<file path="src/rtl/ztsram_pkg.sv">
package ztsram_pkg;
  localparam int LANES  = 4;
  localparam int LANE_W = 9;
  localparam int WORD_W = LANES * LANE_W;
  localparam int BEAT_W = 2;

  typedef enum logic {
    XFER_WR = 1'b0,
    XFER_RD = 1'b1
  } xfer_e;
endpackage

</file>
<file path="src/rtl/ztsram_beat.sv">
// Next-beat address: low BEAT_W bits wrap, upper bits stay.
module ztsram_beat
  import ztsram_pkg::*;
#(
  parameter int AW = 6
) (
  input  logic [AW-1:0] cur_addr,
  output logic [AW-1:0] nxt_addr
);
  logic [BEAT_W-1:0] beat_nxt;

  always_comb begin
    beat_nxt = cur_addr[BEAT_W-1:0] + BEAT_W'(1);
    nxt_addr = {cur_addr[AW-1:BEAT_W], beat_nxt};
  end
endmodule

</file>
<file path="src/rtl/ztsram_ctrl.sv">
// Address/control stage: holds the operation whose data cycle is current.
module ztsram_ctrl
  import ztsram_pkg::*;
#(
  parameter int AW = 6
) (
  input  logic              clk,
  input  logic              rst_n,
  input  logic              cen_n,
  input  logic              sel_a_n,
  input  logic              sel_b,
  input  logic              sel_c_n,
  input  logic              adv_ld,
  input  logic              rd_wr_n,
  input  logic [LANES-1:0]  bw_n,
  input  logic [AW-1:0]     addr,
  input  logic              sleep,
  output logic              stg_vld,
  output xfer_e             stg_dir,
  output logic [AW-1:0]     stg_addr,
  output logic [LANES-1:0]  stg_mask,
  output logic              commit
);
  logic             sel_ok;
  logic             start_op;
  logic             cont_op;
  logic             vld_d;
  xfer_e            dir_d;
  logic [AW-1:0]    addr_d;
  logic [LANES-1:0] mask_d;
  logic [AW-1:0]    beat_addr;

  ztsram_beat #(.AW(AW)) u_beat (
    .cur_addr (stg_addr),
    .nxt_addr (beat_addr)
  );

  always_comb begin
    sel_ok   = !sel_a_n && sel_b && !sel_c_n;
    start_op = !adv_ld && sel_ok && !sleep;
    cont_op  = adv_ld && stg_vld && !sleep;
    vld_d    = start_op || cont_op;
    dir_d    = stg_dir;
    addr_d   = stg_addr;
    mask_d   = stg_mask;
    if (start_op) begin
      dir_d  = rd_wr_n ? XFER_RD : XFER_WR;
      addr_d = addr;
      mask_d = ~bw_n;
    end else if (cont_op) begin
      addr_d = beat_addr;
      mask_d = ~bw_n;
    end
  end

  // Write commits on the edge closing its data cycle.
  assign commit = !cen_n && stg_vld && (stg_dir == XFER_WR);

  always_ff @(posedge clk or negedge rst_n) begin
    if (!rst_n) begin
      stg_vld  <= 1'b0;
      stg_dir  <= XFER_RD;
      stg_addr <= '0;
      stg_mask <= '0;
    end else if (!cen_n) begin
      stg_vld  <= vld_d;
      stg_dir  <= dir_d;
      stg_addr <= addr_d;
      stg_mask <= mask_d;
    end
  end
endmodule

</file>
<file path="src/rtl/ztsram_array.sv">
// Storage split into byte lanes; combinational read, lane-masked write.
module ztsram_array
  import ztsram_pkg::*;
#(
  parameter int DEPTH = 64,
  parameter int AW    = $clog2(DEPTH)
) (
  input  logic              clk,
  input  logic              we,
  input  logic [LANES-1:0]  lane_en,
  input  logic [AW-1:0]     waddr,
  input  logic [WORD_W-1:0] wdata,
  input  logic [AW-1:0]     raddr,
  output logic [WORD_W-1:0] rdata
);
  for (genvar g = 0; g < LANES; g++) begin : g_lane
    logic [LANE_W-1:0] cells [DEPTH];

    always_ff @(posedge clk) begin
      if (we && lane_en[g]) begin
        cells[waddr] <= wdata[g*LANE_W +: LANE_W];
      end
    end

    assign rdata[g*LANE_W +: LANE_W] = cells[raddr];
  end
endmodule

</file>
<file path="src/rtl/ztsram_core.sv">
module ztsram_core
  import ztsram_pkg::*;
#(
  parameter int DEPTH = 64,
  parameter int AW    = $clog2(DEPTH)
) (
  input  logic              clk,
  input  logic              rst_n,
  input  logic              cen_n,
  input  logic              sel_a_n,
  input  logic              sel_b,
  input  logic              sel_c_n,
  input  logic              adv_ld,
  input  logic              rd_wr_n,
  input  logic [LANES-1:0]  bw_n,
  input  logic [AW-1:0]     addr,
  input  logic [WORD_W-1:0] din,
  input  logic              oe_n,
  input  logic              sleep,
  output logic [WORD_W-1:0] dout,
  output logic              dout_en
);
  logic              stg_vld;
  xfer_e             stg_dir;
  logic [AW-1:0]     stg_addr;
  logic [LANES-1:0]  stg_mask;
  logic              commit;
  logic [WORD_W-1:0] rdata;
  logic              stg_rd;

  ztsram_ctrl #(.AW(AW)) u_ctrl (
    .clk      (clk),
    .rst_n    (rst_n),
    .cen_n    (cen_n),
    .sel_a_n  (sel_a_n),
    .sel_b    (sel_b),
    .sel_c_n  (sel_c_n),
    .adv_ld   (adv_ld),
    .rd_wr_n  (rd_wr_n),
    .bw_n     (bw_n),
    .addr     (addr),
    .sleep    (sleep),
    .stg_vld  (stg_vld),
    .stg_dir  (stg_dir),
    .stg_addr (stg_addr),
    .stg_mask (stg_mask),
    .commit   (commit)
  );

  ztsram_array #(.DEPTH(DEPTH), .AW(AW)) u_array (
    .clk     (clk),
    .we      (commit),
    .lane_en (stg_mask),
    .waddr   (stg_addr),
    .wdata   (din),
    .raddr   (stg_addr),
    .rdata   (rdata)
  );

  // Flow-through: drive depends on stage state and two async gates.
  assign stg_rd  = (stg_dir == XFER_RD);
  assign dout_en = stg_vld && stg_rd && !oe_n && !sleep;
  assign dout    = dout_en ? rdata : '0;
endmodule

</file>
<file path="config.mk">
export PLATFORM = sky130hd
export DESIGN_NAME = ztsram_core
export DESIGN_NICKNAME = d
export VERILOG_FILES = /design/src/rtl/ztsram_pkg.sv /design/src/rtl/ztsram_beat.sv /design/src/rtl/ztsram_ctrl.sv /design/src/rtl/ztsram_array.sv /design/src/rtl/ztsram_core.sv
export SDC_FILE = /design/constraint.sdc
export NUM_CORES = 2
export LEC_CHECK = 0
export ABC_AREA = 1
export BUFFER_PORTS_ARGS = -buffer_cell sky130_fd_sc_hd__buf_2
export CELL_PAD_IN_SITES_DETAIL_PLACEMENT = 1
export CELL_PAD_IN_SITES_GLOBAL_PLACEMENT = 1
export CORE_MARGIN = 2
export CORE_UTILIZATION = 47
export CTS_CLUSTER_SIZE = 40
export DETAILED_ROUTE_END_ITERATION = 16
export GPL_TIMING_DRIVEN = 0
export PLACE_DENSITY = 0.78
export SYNTH_ARGS = -nofsm -noshare
export SYNTH_HDL_FRONTEND = slang
export SYNTH_SLANG_ARGS = --single-unit
export TNS_END_PERCENT = 10
</file>
<file path="constraint.sdc">
create_clock -name clk -period 3.4 [get_ports clk]
set_clock_uncertainty 0.1 [all_clocks]
set_input_delay 0.68 -clock clk [delete_from_list [all_inputs] [get_ports clk]]
set_output_delay 0.68 -clock clk [all_outputs]
set_load 0.005 [all_outputs]
</file>
==> reports/results.txt <==
Clock Sinks - 2316
vias in the first global route - 76746
RSZ-0062 raised after global routing - yes
Die ar. - 213000 µm²
I/O pins - 93
violated checks - capacitance limit, slew limit, setup timing
crit path capture type - output pin
Final ANT Viol Nets - 0
# DRC - 0
Logic pwr share - 31.0%
initial antenna violation count - 38
largest area contributor in the netlist - edfxtp_1
TritonCTS buffer count - 238
adder-cell share of the synthesized area - 0%
Nets - 10233
PnR worst setup slack - -1030 ps
clk_lat worst skew - 920 ps
Longest Clk Path Bufs - 3
mux cell area share after synthesis - 0.0115%
# setup viols final - 2258
Initial Util - 47.4%
fmax - 225 MHz
Final Hold Vio Count - 0
Worst Setup SP - u_ctrl.stg_vld
Clock H-tree levels - 4
largest family of logic cells by synthesized area - simple AND/OR/NAND/NOR gates
worst hold path type - in2reg
sequential-to-total area share from yosys stat - 70.7%
gpl congestion - 1.01
commonest non-fill, non-tap cells in the layout - 6272 x nand2_1, 2304 x edfxtp_1, 250 x nor2_1, 250 x clkbuf_16, 196 x buf_2
Worst Max-Slew Pin Slew - 1570 ps
Pwr per Cell Area - 730 nW/µm²
Area growth syn-to-layout - 16.2%
total grt overflow - 0
Power Internal - 52.5 mW
Leak Pwr - 47.2 nW
Sw Ratio - 37.0%
total of max-cap violations - 1
area of the core - 207000 µm²
Post-Synthesis Cell Area - 98300 µm²
row count - 167
port buffer count - 92
Net Count, Synth - 9829
Final HPWL DP - 288000 µm
#FFs+latches synth - 2316
Final period util - 130%
largest net degree at the start of global routing - 65
compound-gate portion of the synthesized area - 0.351%
Clock power frac - 31.2%
slew margin rel. - -4.34%
clock-pin slew on the worst setup and hold paths - 60 ps
CTS tree - built
Max VDD drop - 626 µV
CP Max Fanout - 10
Syn Area/Cell - 10.1 µm²
Seq pwr share - 37.8%
data arrival time of the critical path - 3650 ps
Die Wd - 461 µm
Synth Area in XOR/XNOR - 0.00891%
Final Slew Violations - 65
1st-pass router iterations - 7
layout cells sized above 1 - 12.4%
main area contributors after synthesis - edfxtp_1 70%, nand2_1 25%, buf_2 1.4%
reg2reg start - u_ctrl.stg_addr[2]
die height - 461 µm
Vias/cell - 5.71
drt initial violations - 9898
CP required - 2620 ps
All-Layer GR Usage - 37.9%
total power - 83.3 mW
share of the synthesized area in the top cell type - 70.4%
most common cell after layout, fill and taps aside - nand2_1
routed len/inst - 30.8 µm
Total Wirelength - 406000 µm
status - complete, but fails checks
kind of critical path - reg2out
synthesized instance count - 9773
via count - 75405
P_sw - 30.8 mW
Post-Synth Simple-Gate Area - 26.3%
crit path time final - 4430 ps
fillcell total - 22338
synth unique cells - 30
crit start category - register
CTS root buffer - clkbuf_16
global-route wire length before repair - 560000 µm
synth warn - 0
Util after Layout - 55.0%
hold_sp - din[13]
sequential cells by signal, summed over array words and instances (netlist names):
register              flops
u_ctrl.stg_mask           4
u_ctrl.stg_addr           6
u_array.g_lane.cells   2304
u_ctrl.stg_dir            1
u_ctrl.stg_vld            1
layer usage:
metal	global-route usage [%]	routed length [µm]
met5	0	55
met4	26.0	32400
met3	7.63	37900
met2	59.5	186000
met1	47.3	150000
cells in the mapped netlist:
cell and count:
mux2_2 1, a21oi_1 40, dfrtp_1 11, nand4_1 1
nor2_2 4, inv_2 6, nand2_1 6445, nor3_1 3
buf_4 51, nor3_2 7, clkbuf_1 145, nor2_1 369
inv_1 21, buf_2 282, o21ai_1 7, nor4_2 1
or2_2 5, xnor2_1 1, and3_1 1, buf_1 26
nor3_4 1, dfstp_2 1, buf_6 4, inv_4 1
clkinv_1 2, nand3_1 14, o211ai_1 5, a22oi_1 1
o21ai_0 13, edfxtp_1 2304
kinds of logic (layout without fill, tap and decap cells):
group                     Yosys count  after routing
and+or+nand+nor                  6851           6851
buffers and inverters             538           1150
other                               0             24
AOI/OAI and AO/OA                  66             66
DFF                              2316           2316
muxes                               1              1
xor gates and xnor gates            1              1
worst max-delay path, stage by stage (launching register included):
cell	delay (ps)
dfrtp_1	380
inv_1	110
nor2_1	110
and3_2	460
clkinv_2	350
clkbuf_1	630
a21oi_4	500
buf_2	190
power groups by stage:
stage               Combinational [mW]  Clock, mW  Sequential [mW]
floorplan                         12.2          0             32.0
detailed placement                22.6          0             32.1
global placement                  21.8          0             32.1
global route                      27.2       27.0             31.4
CTS                               24.5       26.0             31.5
finish                            25.9       26.0             31.5
what timing repair did:
action	in CTS	in global routing
gates resized for setup	679	237
endpoints found under the hold margin	22	0
setup buffers	16	1
hold buffers	11	0
setup endpoints to repair	2320	2297
cloned	2	2
pin swaps	30	26
final cells by class:
| class | instances | area (µm²) | share of cell area (%) |
|---|---|---|---|
| Timing Repair Buffer | 165 | 1860 | 1.63 |
| Multi-Input combinational cell | 6919 | 27800 | 24.4 |
| Clock inverter | 149 | 1280 | 1.13 |
| Buffer | 507 | 3780 | 3.31 |
| Inverter | 30 | 149 | 0.130 |
| Antenna cell | 24 | 60.1 | 0.0526 |
| Tap cell | 2788 | 3490 | 3.05 |
| Clock buffer | 299 | 6270 | 5.49 |
| Sequential cell | 2316 | 69500 | 60.8 |
worst paths after layout:
path                                                   to  slack [ps]  cells past startpoint
max                                              dout[18]       -1030                      7
max reg2reg                u_array.g_lane[3].cells[60][8]        -810                      8
min reg2reg                            u_ctrl.stg_mask[2]         440                      2
min in group asynchronous              u_ctrl.stg_mask[2]         230                      2
min                        u_array.g_lane[1].cells[56][4]         100                      1
max in group asynchronous              u_ctrl.stg_addr[5]        2500                      2
through the flow:
stage,TNS (ps),hold WS [ps],instances,setup WS [ps],area (µm²)
floorplan,0,284,9773,1030,98300
global placement,-2871980,376,12653,-2390,102000
detailed placement,-2305880,386,12692,-1760,103000
CTS,-775090,63.8,13168,-995,113000
global route,-845730,96.0,13191,-994,114000
finish,-931250,103,13197,-1030,114000
(Power assumes the default switching activity.)
